==> config.mk <==
export PLATFORM = sky130hd
export DESIGN_NAME = fc_threshold_ctrl
export DESIGN_NICKNAME = d
export VERILOG_FILES = /design/src/rtl/uart_fc_pkg.sv /design/src/rtl/fc_level_sel.sv /design/src/rtl/fc_flush_gen.sv /design/src/rtl/fc_rts_ctrl.sv /design/src/rtl/fc_cts_ctrl.sv /design/src/rtl/fc_threshold_ctrl.sv
export SDC_FILE = /design/constraint.sdc
export NUM_CORES = 1
export LEC_CHECK = 0
export ABC_CLOCK_PERIOD_IN_PS = 3500
export BUFFER_PORTS_ARGS = -buffer_cell sky130_fd_sc_hd__buf_4
export CAP_MARGIN = 15
export CORE_MARGIN = 2
export CORE_UTILIZATION = 44
export DETAILED_ROUTE_END_ITERATION = 16
export PLACE_DENSITY = 0.81
export SYNTH_ARGS = -nofsm -noshare
export SYNTH_HDL_FRONTEND = slang
export SYNTH_SLANG_ARGS = --single-unit
==> constraint.sdc <==
create_clock -name clk -period 3.5 [get_ports clk]
set_input_delay 0.35 -clock clk [delete_from_list [all_inputs] [get_ports clk]]
set_output_delay 0.35 -clock clk [all_outputs]
set_load 0.02 [all_outputs]
==> src/rtl/uart_fc_pkg.sv <==
// Shared width and legacy threshold tables for the FIFO threshold controller.
package uart_fc_pkg;
    parameter int FC_W = 8;
    typedef logic [FC_W-1:0] lvl_t;

    typedef struct packed {
        lvl_t rx_trig;
        lvl_t tx_trig;
        lvl_t flow_hi;
        lvl_t flow_lo;
    } levels_t;

    // Legacy RX trigger / flow-off level per select code.
    function automatic lvl_t leg_rx(input logic [1:0] sel);
        case (sel)
            2'd0:    return lvl_t'(8);
            2'd1:    return lvl_t'(16);
            2'd2:    return lvl_t'(24);
            default: return lvl_t'(28);
        endcase
    endfunction

    // Legacy TX trigger level per select code.
    function automatic lvl_t leg_tx(input logic [1:0] sel);
        case (sel)
            2'd0:    return lvl_t'(16);
            2'd1:    return lvl_t'(8);
            2'd2:    return lvl_t'(24);
            default: return lvl_t'(30);
        endcase
    endfunction

    // Legacy flow-on level per select code.
    function automatic lvl_t leg_lo(input logic [1:0] sel);
        case (sel)
            2'd0:    return lvl_t'(0);
            2'd1:    return lvl_t'(7);
            2'd2:    return lvl_t'(15);
            default: return lvl_t'(23);
        endcase
    endfunction
endpackage

==> src/rtl/fc_level_sel.sv <==
// Level selector: decides legacy or extended mode and produces the four
// thresholds and the effective depth. Purely combinational.
// Assumes the extended registers are already held stable by the bus block.
module fc_level_sel
    import uart_fc_pkg::*;
#(
    parameter int LEG_DEPTH = 32,
    parameter int EXT_DEPTH = 128
) (
    input  logic [1:0] rx_sel,
    input  logic [1:0] tx_sel,
    input  lvl_t       tx_lvl,
    input  lvl_t       rx_lvl,
    input  lvl_t       flow_hi,
    input  lvl_t       flow_lo,
    output logic       ext_mode,
    output levels_t    lv,
    output lvl_t       depth
);
    // Mode decode: any nonzero extended register selects the deep mode.
    always_comb begin
        ext_mode = (tx_lvl != '0) || (rx_lvl != '0) || (flow_hi != '0) || (flow_lo != '0);
    end

    // Threshold mux between the legacy table and the registers.
    always_comb begin
        if (ext_mode) begin
            lv.rx_trig = rx_lvl;
            lv.tx_trig = tx_lvl;
            lv.flow_hi = flow_hi;
            lv.flow_lo = flow_lo;
            depth      = lvl_t'(EXT_DEPTH);
        end else begin
            lv.rx_trig = leg_rx(rx_sel);
            lv.tx_trig = leg_tx(tx_sel);
            lv.flow_hi = leg_rx(rx_sel);
            lv.flow_lo = leg_lo(rx_sel);
            depth      = lvl_t'(LEG_DEPTH);
        end
    end

    // Legacy mode must always report the fixed table values.
    always_comb begin
        if (!ext_mode) begin
            assert_legacy_hi_R2: assert (lv.flow_hi > lv.flow_lo);
        end
    end
endmodule

==> src/rtl/fc_flush_gen.sv <==
// Flush generator: pulses one cycle after the FIFO enable or the mode changes.
// Assumes synchronous inputs.
module fc_flush_gen (
    input  logic clk,
    input  logic rst_n,
    input  logic fifo_en,
    input  logic ext_mode,
    output logic flush_o
);
    logic en_q, ext_q, flush_q, past_ok;

    // Remember the previous enable and mode; register the change strobe.
    always_ff @(posedge clk) begin
        if (!rst_n) begin
            en_q    <= 1'b0;
            ext_q   <= 1'b0;
            flush_q <= 1'b0;
            past_ok <= 1'b0;
        end else begin
            en_q    <= fifo_en;
            ext_q   <= ext_mode;
            flush_q <= (fifo_en != en_q) || (ext_mode != ext_q);
            past_ok <= 1'b1;
        end
    end

    assign flush_o = flush_q;

    assert_flush_on_toggle_R5: assert property (@(posedge clk) disable iff (!rst_n)
        (past_ok && (fifo_en != $past(fifo_en))) |=> flush_o);
    assert_flush_quiet_R5: assert property (@(posedge clk) disable iff (!rst_n)
        (past_ok && $stable(fifo_en) && $stable(ext_mode)) |=> !flush_o);
endmodule

==> src/rtl/fc_rts_ctrl.sv <==
// RTS hysteresis: negates the flow line at the high mark and re-asserts it
// at the low mark, holding between them. Assumes hi > lo in normal use; if
// not, the high mark wins.
module fc_rts_ctrl
    import uart_fc_pkg::*;
(
    input  logic clk,
    input  logic rst_n,
    input  logic auto_rts_en,
    input  lvl_t rx_count,
    input  lvl_t mark_hi,
    input  lvl_t mark_lo,
    output logic flow_o
);
    logic flow_q;

    // Hysteresis state register.
    always_ff @(posedge clk) begin
        if (!rst_n)                   flow_q <= 1'b0;
        else if (!auto_rts_en)        flow_q <= 1'b0;
        else if (rx_count >= mark_hi) flow_q <= 1'b1;
        else if (rx_count <= mark_lo) flow_q <= 1'b0;
    end

    assign flow_o = flow_q;

    assert_rts_off_R4: assert property (@(posedge clk) disable iff (!rst_n)
        (auto_rts_en && rx_count >= mark_hi) |=> flow_o);
    assert_rts_on_R3: assert property (@(posedge clk) disable iff (!rst_n)
        (auto_rts_en && rx_count < mark_hi && rx_count <= mark_lo) |=> !flow_o);
    assert_rts_hold_R4: assert property (@(posedge clk) disable iff (!rst_n)
        (auto_rts_en && rx_count < mark_hi && rx_count > mark_lo) |=> $stable(flow_o));
    assert_rts_disabled_R9: assert property (@(posedge clk) disable iff (!rst_n)
        !auto_rts_en |=> !flow_o);
endmodule

==> src/rtl/fc_cts_ctrl.sv <==
// CTS handling: edge-detects the selected line, keeps a sticky interrupt flag,
// and requests a transmit pause at the next character boundary.
// Assumes cts_line is already synchronous and tx_idle is high between characters.
module fc_cts_ctrl (
    input  logic clk,
    input  logic rst_n,
    input  logic auto_cts_en,
    input  logic irq_en,
    input  logic irq_clr,
    input  logic cts_line,
    input  logic tx_idle,
    output logic irq_o,
    output logic pause_o
);
    logic cts_q, irq_q, pause_q, rise;

    // Rising edge of the selected line against its last sampled value.
    always_comb rise = cts_line && !cts_q;

    // Line history, sticky interrupt and pause request.
    always_ff @(posedge clk) begin
        if (!rst_n) begin
            cts_q   <= 1'b0;
            irq_q   <= 1'b0;
            pause_q <= 1'b0;
        end else begin
            cts_q   <= cts_line;
            irq_q   <= (irq_q && !irq_clr) || (rise && auto_cts_en && irq_en);
            pause_q <= auto_cts_en && cts_line && (pause_q || tx_idle);
        end
    end

    assign irq_o   = irq_q;
    assign pause_o = pause_q;

    assert_irq_set_R6: assert property (@(posedge clk) disable iff (!rst_n)
        (rise && auto_cts_en && irq_en) |=> irq_o);
    assert_pause_release_R6: assert property (@(posedge clk) disable iff (!rst_n)
        !cts_line |=> !pause_o);
    assert_pause_disabled_R9: assert property (@(posedge clk) disable iff (!rst_n)
        !auto_cts_en |=> !pause_o);
endmodule

==> src/rtl/fc_threshold_ctrl.sv <==
// Top of the FIFO threshold and flow-control controller. Selects levels,
// drives the trigger flags, the flow pin (RTS or DTR), the CTS pause and
// interrupt, and the flush strobe. FIFO storage lives elsewhere.
module fc_threshold_ctrl
    import uart_fc_pkg::*;
#(
    parameter int LEG_DEPTH = 32,
    parameter int EXT_DEPTH = 128
) (
    input  logic                clk,
    input  logic                rst_n,
    input  logic [FC_W-1:0]     rx_count,
    input  logic [FC_W-1:0]     tx_count,
    input  logic                fifo_en,
    input  logic [1:0]          rx_sel,
    input  logic [1:0]          tx_sel,
    input  logic [FC_W-1:0]     tx_lvl,
    input  logic [FC_W-1:0]     rx_lvl,
    input  logic [FC_W-1:0]     flow_hi,
    input  logic [FC_W-1:0]     flow_lo,
    input  logic                auto_rts_en,
    input  logic                auto_cts_en,
    input  logic                cts_irq_en,
    input  logic                cts_irq_clr,
    input  logic                pin_remap,
    input  logic                cts_i,
    input  logic                dsr_i,
    input  logic                tx_idle_i,
    output logic                rx_trig_o,
    output logic                tx_trig_o,
    output logic                rts_o,
    output logic                dtr_o,
    output logic                tx_pause_o,
    output logic                cts_irq_o,
    output logic                flush_o,
    output logic                rx_full_o
);
    logic    ext_mode, flow_line, cts_line;
    levels_t lv;
    lvl_t    depth;

    fc_level_sel #(.LEG_DEPTH(LEG_DEPTH), .EXT_DEPTH(EXT_DEPTH)) u_sel (
        .rx_sel(rx_sel), .tx_sel(tx_sel), .tx_lvl(tx_lvl), .rx_lvl(rx_lvl),
        .flow_hi(flow_hi), .flow_lo(flow_lo),
        .ext_mode(ext_mode), .lv(lv), .depth(depth)
    );

    fc_flush_gen u_flush (
        .clk(clk), .rst_n(rst_n), .fifo_en(fifo_en), .ext_mode(ext_mode),
        .flush_o(flush_o)
    );

    fc_rts_ctrl u_rts (
        .clk(clk), .rst_n(rst_n), .auto_rts_en(auto_rts_en),
        .rx_count(rx_count), .mark_hi(lv.flow_hi), .mark_lo(lv.flow_lo),
        .flow_o(flow_line)
    );

    // Pin remap: choose the CTS source.
    always_comb cts_line = pin_remap ? dsr_i : cts_i;

    fc_cts_ctrl u_cts (
        .clk(clk), .rst_n(rst_n), .auto_cts_en(auto_cts_en),
        .irq_en(cts_irq_en), .irq_clr(cts_irq_clr), .cts_line(cts_line),
        .tx_idle(tx_idle_i), .irq_o(cts_irq_o), .pause_o(tx_pause_o)
    );

    // Trigger flags, full flag and flow-pin steering.
    always_comb begin
        rx_trig_o = (rx_count >= lv.rx_trig);
        tx_trig_o = (tx_count <= lv.tx_trig);
        rx_full_o = (rx_count == depth);
        rts_o     = pin_remap ? 1'b0 : flow_line;
        dtr_o     = pin_remap ? flow_line : 1'b0;
    end

    assert_remap_idle_pin_R8: assert property (@(posedge clk) disable iff (!rst_n)
        !(rts_o && dtr_o));
endmodule

==> results of run 1 <==
## power groups by stage
stage          clock (mW)  combinational (mW)  sequential (mW)
4_1_cts            0.0727               0.172           0.0862
5_1_grt            0.0773               0.192           0.0866
3_3_place_gp            0               0.167           0.0876
6_report           0.0703               0.171           0.0862
2_1_floorplan           0              0.0785           0.0897
3_5_place_dp            0               0.171           0.0878
## layout make-up
| type | count | area, sq um | share of cell area |
|---|---|---|---|
| tap | 31 | 38.8 | 0.0216 |
| multi-input combinational | 126 | 990 | 0.551 |
| timing repair buffer | 71 | 533 | 0.297 |
| clock buffer | 4 | 26.3 | 0.0146 |
| inverter | 18 | 67.6 | 0.0376 |
| sequential | 7 | 140 | 0.0780 |
## stage by stage
| step | util | setup WS [ns] | std cells | instance area (sq um) |
|---|---|---|---|---|
| global route | 0.668 | 0.180 | 257 | 1800 |
| detailed placement | 0.659 | 0.437 | 253 | 1770 |
| floorplan | - | 0.900 | 155 | 1210 |
| finish | 0.668 | 0.404 | 257 | 1800 |
| global placement | 0.659 | 0.410 | 253 | 1770 |
| CTS | 0.668 | 0.396 | 257 | 1800 |
## state kept, by name, indices dropped and copies added, names as in the netlist
name / flops
u_cts.cts_q: 1
u_cts.irq_o: 1
u_cts.pause_o: 1
u_flush.en_q: 1
u_flush.ext_q: 1
u_flush.flush_o: 1
u_rts.flow_o: 1
## routing by layer
metal	up-vias	part of all wire	track usage
met5	-	0	0
met4	0	0	0.0238
met3	0	0.065	0.0323
met2	46	0.49	0.364
met1	626	0.45	0.270
li1	725	-	-
## synth_stat cells
| library cell | n |
|---|---|
| o221ai_1 | 1 |
| buf_2 | 1 |
| nand2_1 | 5 |
| mux2i_1 | 1 |
| or3b_2 | 1 |
| and2_1 | 2 |
| a211oi_1 | 4 |
| xor2_1 | 1 |
| nor4_1 | 9 |
| nor2b_1 | 7 |
| inv_1 | 18 |
| nor2_1 | 10 |
| clkbuf_1 | 3 |
| a21boi_0 | 1 |
| a31oi_1 | 3 |
| ha_1 | 32 |
| nand3_1 | 2 |
| a2111oi_2 | 1 |
| o22ai_1 | 1 |
| xnor2_1 | 1 |
| o31a_1 | 1 |
| or2_2 | 1 |
| o31ai_1 | 1 |
| and3_1 | 2 |
| or4_1 | 2 |
| nand3b_2 | 1 |
| a2111oi_0 | 1 |
| nand4_1 | 6 |
| o21ai_0 | 5 |
| o211ai_1 | 2 |
| dfxtp_1 | 7 |
| a21o_1 | 2 |
| o32ai_1 | 1 |
| a21oi_1 | 10 |
| o21bai_1 | 4 |
| nand2b_1 | 4 |
| nor2_4 | 1 |
## kinds of logic (layout without fill, tap and decap cells)
logic type      after synthesis  in the layout  synth area share
xor+xnor                      2              2            0.0144
compound gates               38             38             0.210
fa+ha+maj                    32             32             0.330
buf+inv                      22             93            0.0691
flops                         7              7             0.115
simple gates                 53             53             0.253
mux                           1              1           0.00825
## path summary, 6_finish.rpt
check                                          startpoint                        end  slack (ns)  depth (start not counted)
worst min-delay path                          cts_irq_clr     u_cts.irq_o$_SDFF_PN0_        0.29                          2
worst min register to register     u_cts.cts_q$_SDFF_PN0_     u_cts.irq_o$_SDFF_PN0_        0.44                          1
worst max-delay path                            tx_lvl[2]                  rx_trig_o        0.40                         12
worst max register to register  u_rts.flow_o$_SDFFE_PN0P_  u_rts.flow_o$_SDFFE_PN0P_        2.51                          4
## layout by cell type, fill, tap and decap left out, types with 3 or more instances in the layout
master,count
dfxtp_1,7
inv_1,18
ha_1,32
nor2_1,10
nand2b_1,4
a31oi_1,3
o21ai_0,5
clkbuf_4,3
nor4_1,9
nand2_1,5
a21oi_1,10
nor2b_1,7
o21bai_1,4
buf_4,71
a211oi_1,4
nand4_1,6
==> summary.txt, run 1 <==
Synth
  • Library cells used by synthesis: 37
  • Register bit total from synthesis: 7
  • Number of cells produced by synthesis: 155
  • Synth warn: 0
  • Yosys top cell by area: ha_1
  • Share of the synthesized area in the top cell type: 0.330
  • Syn avg cell area: 7.83 sq um
  • Dominant cells by area after synthesis: ha_1 33%, dfxtp_1 12%, inv_1 5.6%
  • Synthesized area: 0.00121 sq mm
  • Mapped Nets: 250
  • Sequential share of the synthesized area: 0.115

Timing
  • Pins Over Slew Limit: 0
  • Final Critical Period: 3.10 ns
  • Hold Fails Final Rpt: 0
  • Clock Skew: between 0.0002 and 0.00025 ns
  • Final TNS setup: 0 ns
  • Final Setup Violations: 0
  • Worst slew margin: 0.587
  • Slew @ Worst Pin: 0.613 ns
  • Tcrit/Tclk final: 0.885
  • Hold WS: approximately 0.29 ns
  • Fmax: about 320 MHz
  • RSZ-0062 raised after global routing: no

Finish
  • Nets: 322
  • Area growth from synthesis to layout: 47.9%
  • # fillers: between 200 and 300
  • N_diodes: 0
  • Share of cells above drive strength 1: 0.350

Global routing
  • Initial antenna violation count: 0
  • Grt total ovfl: 0
  • Number of global-route vias before repair: 1261
  • Total GRT Usage: 0.206
  • First-pass GRT wire length: 5.32 mm
  • Largest net degree at the start of global routing: 11

Floorplan
  • Rows: 19
  • I/O Pins: 71
  • Core area: 0.00269 sq mm
  • Die ar.: roughly 0.0032 sq mm
  • Die H: 56.5 um
  • Die X: 56.5 um
  • Initial Util: 0.452

Clock network
  • Post-CTS Setup Repair Bufs: 0
  • Clock root buffer: clkbuf_4
  • Clock slew at reported path FFs: 0.05 ns
  • Hold Buf Count CTS: 0
  • CTS sink cnt: 7
  • Worst skew pair latency: 0.25 ns
  • CTS H-tree depth: 1
  • CTS tree: done
  • Clock Path Buffers: 2
  • CTS Buf Count: 3
  • Cts repair resizes: 0

Worst hold path
  • Hold Path Class: primary input to flip-flop

Worst setup path
  • Crit. End Element: primary output
  • Buf/Inv on CP: 2
  • Crit path launch type: primary input
  • Crit-path slowest cell: nor4_1
  • CP required: 3.15 ns
  • Critical Path AT: 2.75 ns
  • Top Family by Delay on Critical Path: simple AND/OR/NAND/NOR gates
  • CP cell instances: buf_4, nor4_1, nand4_1, nor4_1, o21bai_1, ha_1, a21o_1, a21oi_1, o31ai_1, nand3_1, nand2_1, buf_4
  • Kind of critical path: primary input to primary output
  • Crit-path max cell delay: 0.58 ns
  • Critical Path Fanout Max: 5

Drt
  • # DRC: 0
  • DR vias: 1397
  • WL/cell: 12.8 um
  • DRT iter0 DRCs: 56
  • Antenna Nets Post-Route: 0
  • Final Routed Wirelength: between 3 and 4 mm
  • Drt pass-1 iters: 4
  • Vias per cell: 5.44

Pwr
  • Switch share: 0.318
  • Pwr Total: 0.327 mW
  • Clock network power share: 0.215
  • Power Dens Cells: between 150 and 200 mW/mm^2
  • Comb pwr share: 0.522
  • Leak pwr: 0.934 nW
  • Psw: 0.104 mW
  • Internal: 0.223 mW
  • Maximum vdd ir drop: between 200 and 300 uV
  • Part of the power in registers: 0.263

Placed design
  • Post-DP HPWL: 2.88 mm
  • Global placer's final weighted congestion: around 0.81
  • Port Buffers: 70

Status
  • Status: finished, final reports clean

Run
  • Max_cap viols: 0
No activity file was read; power rests on OpenSTA's default activity.
==> inputs of run 2 (changes only) <==
--- a/config.mk
+++ b/config.mk
@@ -8,10 +8,12 @@
 export ABC_CLOCK_PERIOD_IN_PS = 3500
 export BUFFER_PORTS_ARGS = -buffer_cell sky130_fd_sc_hd__buf_4
 export CAP_MARGIN = 15
-export CORE_MARGIN = 2
-export CORE_UTILIZATION = 44
+export CORE_MARGIN = 4
+export CORE_UTILIZATION = 45
+export CTS_BUF_LIST = sky130_fd_sc_hd__clkbuf_2
 export DETAILED_ROUTE_END_ITERATION = 16
-export PLACE_DENSITY = 0.81
+export HOLD_SLACK_MARGIN = 0.06
+export PLACE_DENSITY = 0.82
 export SYNTH_ARGS = -nofsm -noshare
 export SYNTH_HDL_FRONTEND = slang
 export SYNTH_SLANG_ARGS = --single-unit
==> run 2 against run 1 <==
Net effect: critical path depth unchanged; fmax down 2.5%; non-clock buffer count shrank 1; clock power down 15%; combinational power hardly changed; worst setup slack lost 0.080 ns; sequential share of layout area rose by 0.066 points; worst hold slack gained 0.0048 ns; critical path type unchanged; design area decreased by 0.84%; core utilization grew 3.7 points; power is 2.4% lower.
==> summary.txt, run 2 (synthesis results as in run 1) <==
Global routing
  • Number of global-route vias before repair: 1317 (+4.4%)
  • Grt total ovfl: 0 (unchanged)
  • Largest net degree at the start of global routing: 18 (+7)
  • Initial antenna violation count: 0 (unchanged)
  • Total GRT Usage: 0.196 (-0.0102)
  • First-pass GRT wire length: 5.48 mm (+3.0%)

Floorplan
  • Initial Util: 0.481 (+0.0294)
  • Core area: 0.00252 sq mm (-6.1%)
  • Rows: 18 (-1)
  • Die ar.: 0.00359 sq mm (+12%)
  • Die X: 59.9 um (+6.0%)
  • I/O Pins: 71 (unchanged)
  • Die H: 59.9 um (+6.0%)

Finish
  • Share of cells above drive strength 1: 0.351 (+0.00155)
  • Nets: 321 (-0.31%)
  • Post-route cell area: 0.00178 sq mm (-0.84%)
  • N_diodes: 0 (unchanged)
  • Multi-input combinational cell area: 990 sq um (unchanged)
  • # fillers: 212 (-20%)
  • Area growth from synthesis to layout: 46.7%
  • Most frequent cells in the layout: 70 x buf_4, 32 x ha_1, 18 x inv_1
  • Layout Utilization: 0.706 (+0.0375)
  • Register Area: 140 sq um (unchanged)
  • Commonest non-fill, non-tap cell in the layout: buf_4

Clock network
  • Clock root buffer: clkbuf_2
  • Worst skew pair latency: 0.24 ns (about the same)
  • CTS Buf Count: 3 (unchanged)
  • Cts repair resizes: 0 (unchanged)
  • CTS H-tree depth: 1 (unchanged)
  • Post-CTS Setup Repair Bufs: 0 (unchanged)
  • Clock slew at reported path FFs: 0.07 ns (+0.02 ns)
  • CTS tree: done
  • Clock Path Buffers: 2 (unchanged)
  • Hold Buf Count CTS: 0 (unchanged)
  • CTS sink cnt: 7 (unchanged)

Placed design
  • Post-DP HPWL: 3.18 mm (+10%)
  • Port Buffers: 70 (unchanged)
  • Global placer's final weighted congestion: 0.920 (+13%)
  • Placed cell area: 0.00176 sq mm (-0.50%)

Worst setup path
  • CP required: 3.15 ns (about the same)
  • Crit path launch type: primary input
  • CP startpoint: flow_lo[2]
  • Crit. End Element: primary output
  • Critical Path AT: 2.83 ns (+0.08 ns)
  • Critical Path Fanout Max: 5 (unchanged)
  • Crit Reg-Reg Startpoint: u_rts.flow_o$_SDFFE_PN0P_
  • Kind of critical path: primary input to primary output

Run
  • Max_cap viols: 0 (unchanged)

Timing
  • Final Setup Violations: 0 (unchanged)
  • Tcrit/Tclk final: 0.908 (+0.0228)
  • Worst slew margin: 0.545 (-0.0427)
  • Clock Skew: 0.0000647 ns (-0.000143 ns)
  • RSZ-0062 raised after global routing: no
  • Final TNS setup: 0 ns (unchanged)
  • Slew @ Worst Pin: 0.677 ns (+0.0634 ns)
  • Hold Fails Final Rpt: 0 (unchanged)
  • Fmax: 315 MHz (-2.5%)
  • Pins Over Slew Limit: 0 (unchanged)
  • Final Critical Period: 3.18 ns (+0.0799 ns)

Drt
  • Vias per cell: 5.58 (+2.6%)
  • WL/cell: 14.2 um (+11%)
  • Drt pass-1 iters: 4 (unchanged)
  • DR vias: 1422 (+1.8%)
  • DRT iter0 DRCs: 72 (+29%)
  • # DRC: 0 (unchanged)
  • Final Routed Wirelength: 3.63 mm (+10%)
  • Antenna Nets Post-Route: 0 (unchanged)

Status
  • Status: finished, final reports clean

Pwr
  • Part of the power in registers: 0.269 (+0.006)
  • Leak pwr: 0.930 nW (-0.41%)
  • Maximum vdd ir drop: 218 uV (-15%)
  • Psw: 0.109 mW (+4.9%)
  • Clock network power share: 0.188 (-0.027)
  • Switch share: 0.342 (+0.0238)
  • Power Dens Cells: 179 mW/mm^2 (-1.6%)
  • Internal: 0.210 mW (-5.8%)
  • Comb pwr share: 0.543 (+0.021)

Worst hold path
  • Hold Path Class: primary input to flip-flop
  • Worst hold start: cts_irq_clr
-- run 2: worst paths after layout --
kind / cells past startpoint / end / slack (ns)
max reg2reg: 4 / u_rts.flow_o$_SDFFE_PN0P_ / 2.43
max: 12 / rx_trig_o / 0.32
min: 2 / u_cts.irq_o$_SDFF_PN0_ / 0.29
min reg2reg: 1 / u_cts.irq_o$_SDFF_PN0_ / 0.44
-- run 2: area by class of cell --
type,count,share of cell area
timing repair buffer,70,0.295
clock buffer,4,0.0112
sequential,7,0.0787
tap,30,0.0211
multi-input combinational,126,0.556
inverter,18,0.0379
-- run 2: worst max-delay path: stages --
cell,delay [ns]
buf_4,0.12
nor4_1,0.33
nand4_1,0.25
nor4_1,0.63
o21bai_1,0.21
ha_1,0.26
a21o_1,0.18
a21oi_1,0.13
o31ai_1,0.09
nand3_1,0.09
nand2_1,0.05
buf_4,0.15
-- run 2: stage by stage --
| stage | hold slack, ns | cells | power, mW | setup WS, ns |
|---|---|---|---|---|
| after floorplan | 0.411 | 155 | 0.168 | 0.900 |
| after global placement | 0.417 | 251 | 0.253 | 0.441 |
| after detailed placement | 0.445 | 251 | 0.260 | 0.334 |
| after CTS | 0.289 | 255 | 0.320 | 0.303 |
| after global routing | 0.282 | 255 | 0.346 | 0.0900 |
| final | 0.291 | 255 | 0.320 | 0.324 |
-- run 2: routing by layer --
layer	wire length, um	vias to the layer above	track usage	part of all wire
met4	6	0	0.0190	0.0017
li1	-	718	-	-
met1	1560	631	0.260	0.43
met5	0	-	0	0
met3	360	2	0.0302	0.099
met2	1700	71	0.343	0.47
-- run 2: power by group through the flow --
stage          Combinational [mW]  Clock (mW)  Sequential, mW
2_1_floorplan              0.0785           0          0.0897
3_3_place_gp                0.165           0          0.0876
3_5_place_dp                0.172           0          0.0879
4_1_cts                     0.173      0.0611          0.0860
5_1_grt                     0.194      0.0656          0.0864
6_report                    0.174      0.0600          0.0860
==> inputs of run 3 (changes only) <==
--- a/config.mk
+++ b/config.mk
@@ -5,15 +5,15 @@
 export SDC_FILE = /design/constraint.sdc
 export NUM_CORES = 1
 export LEC_CHECK = 0
-export ABC_CLOCK_PERIOD_IN_PS = 3500
+export ABC_CLOCK_PERIOD_IN_PS = 2900
 export BUFFER_PORTS_ARGS = -buffer_cell sky130_fd_sc_hd__buf_4
 export CAP_MARGIN = 15
 export CORE_MARGIN = 4
-export CORE_UTILIZATION = 45
+export CORE_UTILIZATION = 41
 export CTS_BUF_LIST = sky130_fd_sc_hd__clkbuf_2
 export DETAILED_ROUTE_END_ITERATION = 16
 export HOLD_SLACK_MARGIN = 0.06
-export PLACE_DENSITY = 0.82
+export PLACE_DENSITY = 0.79
 export SYNTH_ARGS = -nofsm -noshare
 export SYNTH_HDL_FRONTEND = slang
 export SYNTH_SLANG_ARGS = --single-unit
==> constraint.sdc (replaced) <==
create_clock -name clk -period 2.9 [get_ports clk]
set_input_delay 0.29 -clock clk [delete_from_list [all_inputs] [get_ports clk]]
set_output_delay 0.29 -clock clk [all_outputs]
set_load 0.02 [all_outputs]
==> run 3 against run 2 <==
Net effect: flip-flop and latch count unchanged; combinational power up 21%; power rose by 21%; core utilization decreased by 3.5 points; critical path type unchanged; first-iteration DRC count down 32%; worst hold slack got worse by 0.064 ns; sequential share of layout area fell by 0.36 points.
==> summary.txt, run 3 (synthesis results as in run 1) <==
Pwr
  • Leak pwr: 0.962 nW (+3.4%)
  • Maximum vdd ir drop: 252 uV (+16%)
  • Power Dens Cells: 207 mW/mm^2 (+15%)

Placed design
  • Post-DP HPWL: 3.07 mm (-3.4%)
  • Port Buffers: 70 (unchanged)
  • Global placer's final weighted congestion: 0.850 (-7.6%)

Worst setup path
  • Buf/Inv on CP: 3 (+1)
  • Critical Path Fanout Max: 5 (unchanged)
  • Crit. End Element: primary output
  • Critical Path AT: 2.48 ns (-0.35 ns)
  • Reg2Reg Depth: 4 (unchanged)
  • CP cell instances: buf_4, nor4_2, nand4_1, nor4_2, buf_4, o21bai_1, ha_1, a21o_1, a21oi_1, o31ai_1, nand3_1, nand2_1, buf_4
  • Crit Reg-Reg Startpoint: u_rts.flow_o$_SDFFE_PN0P_
  • Kind of critical path: primary input to primary output
  • Crit-path slowest cell: nor4_2
  • Worst r2r dst: u_rts.flow_o$_SDFFE_PN0P_
  • R2R setup slack: 1.84 ns (-0.59 ns)
  • Top Family by Delay on Critical Path: simple AND/OR/NAND/NOR gates
  • Crit path launch type: primary input
  • Crit-path max cell delay: 0.31 ns (-0.32 ns)
  • CP most frequent cell: buf_4
  • CP required: 2.61 ns (-0.54 ns)

Global routing
  • Number of global-route vias before repair: 1368 (+3.9%)
  • Grt total ovfl: 0 (unchanged)
  • Total GRT Usage: 0.176 (-0.0198)
  • Initial antenna violation count: 0 (unchanged)
  • Largest net degree at the start of global routing: 9 (-9)
  • First-pass GRT wire length: 5.85 mm (+6.8%)

Worst hold path
  • Hold Path Class: primary input to flip-flop
  • Worst hold start: cts_irq_clr
  • WHS Endpoint: u_cts.irq_o$_SDFF_PN0_
  • Hold path depth: 2 (unchanged)

Timing
  • Slew @ Worst Pin: 0.441 ns (-0.235 ns)
  • Fmax: 361 MHz
  • Clock Skew: 0.000102 ns (+0.0000370 ns)
  • Worst slew margin: 0.698 (+0.153)
  • Tcrit/Tclk final: 0.954
  • Final Setup Violations: 0 (unchanged)
  • Hold WS: 0.227 ns (-0.0642 ns)
  • Hold Fails Final Rpt: 0 (unchanged)
  • Final Critical Period: 2.77 ns
  • Pins Over Slew Limit: 0 (unchanged)

Drt
  • Drt pass-1 iters: 4 (unchanged)
  • Met3 WL: 249 um (-31%)
  • # DRC: 0 (unchanged)
  • DR vias: 1390 (-2.3%)
  • Vias per cell: 5.33 (-4.5%)
  • Final Routed Wirelength: 3.47 mm (-4.4%)
  • Antenna Nets Post-Route: 0 (unchanged)
  • Met2 WL: 1.58 mm (-7.5%)
  • Max Used Layer: met3
  • WL/cell: 13.3 um (-6.6%)
  • M1 wire length: 1.65 mm (+5.6%)
  • DRT iter0 DRCs: 49 (-32%)

Floorplan
  • Die ar.: 0.00389 sq mm (+8.4%)
  • Initial Util: 0.436 (-0.0448)
  • Rows: 19 (+1)
  • Core area: 0.00278 sq mm (+10%)
  • Die X: 62.4 um (+4.1%)
  • I/O Pins: 71 (unchanged)
  • Die H: 62.4 um (+4.1%)

Clock network
  • Clock slew at reported path FFs: 0.07 ns (about the same)
  • CTS tree: done
  • CTS sink cnt: 7 (unchanged)
  • Clock root buffer: clkbuf_2
  • CTS H-tree depth: 1 (unchanged)
  • CTS Buf Count: 3 (unchanged)
  • Worst skew pair latency: 0.23 ns (about the same)
  • Clock Path Buffers: 2 (unchanged)

Finish
  • Commonest non-fill, non-tap cell in the layout: buf_4
  • # fillers: 245 (+16%)
  • Layout Utilization: 0.671 (-0.0351)
  • Most frequent cells in the layout: 75 x buf_4, 32 x ha_1, 18 x inv_1
  • Share of cells above drive strength 1: 0.391 (+0.0402)
  • N_diodes: 0 (unchanged)
  • Nets: 326 (+1.6%)
  • Area growth from synthesis to layout: 53.7%

Status
  • Status: finished, final reports clean

Run
  • Max_cap viols: 0 (unchanged)
==> run 3: changes by cell type in the layout (fill, tap and decap cells not counted) <==
cell,change
nor4_1,-6
buf_4,+5
nor4_4,+1
nor4_2,+5
==> run 3: what timing repair did <==
item	in CTS	in global routing
setup buffers	0	2
hold buffers	0	0
resized for setup	0	7
endpoints found under the setup margin	0	2
==> run 3: layout make-up <==
class | count | area [sq um] | share of cell area
well taps | 31 | 38.8 | 0.0208
multi-input cells | 126 | 1040 | 0.555
inverters | 18 | 67.6 | 0.0362
flip-flops and latches | 7 | 140 | 0.0751
repair buffers | 75 | 563 | 0.302
clock buffers | 4 | 20.0 | 0.0107
==> run 3: worst reg2reg max path: cells and delay by family (launching register included) <==
family / cells / cell delay [ns]
AO/OA/AOI/OAI: 3 / 0.55
flip-flops: 1 / 0.33
AND/OR/NAND/NOR: 1 / 0.06
==> run 3: worst max path at each step <==
| stage | start | endpoint | slack [ns] | depth (start not counted) |
|---|---|---|---|---|
| final | tx_lvl[0] | rx_trig_o | 0.13 | 13 |
| after global routing | tx_lvl[0] | rx_trig_o | -0.04 | 13 |
| after CTS | tx_lvl[2] | rx_trig_o | 0.11 | 13 |
| after detailed placement | tx_lvl[2] | u_rts.flow_o$_SDFFE_PN0P_ | 0.10 | 12 |
| after global placement | tx_lvl[2] | u_rts.flow_o$_SDFFE_PN0P_ | 0.15 | 12 |
| after floorplan | tx_lvl[2] | rx_trig_o | 0.42 | 10 |
==> run 3: metrics by stage <==
stage | worst slack (ns) | setup TNS [ns] | instances | power [mW] | area, sq um
after floorplan | 0.420 | 0 | 155 | 0.203 | 1210
after global placement | 0.145 | 0 | 255 | 0.308 | 1780
after detailed placement | 0.103 | 0 | 255 | 0.312 | 1780
after CTS | 0.110 | 0 | 259 | 0.384 | 1800
after global routing | -0.0377 | -0.0388 | 261 | 0.425 | 1870
final | 0.133 | 0 | 261 | 0.386 | 1870
==> run 3: report_power, final <==
group / switching (mW) / leakage (nW) / internal, mW
Sequential: 0.00229 / 0.0580 / 0.101
Clock: 0.0360 / 0.0166 / 0.0366
Combinational: 0.0939 / 0.887 / 0.116
==> run 3: metal layers <==
metal,vias to the layer above,global-route usage
met2,48,0.286
met3,0,0.0504
li1,733,-
met1,609,0.238
met4,0,0.0186
met5,-,0
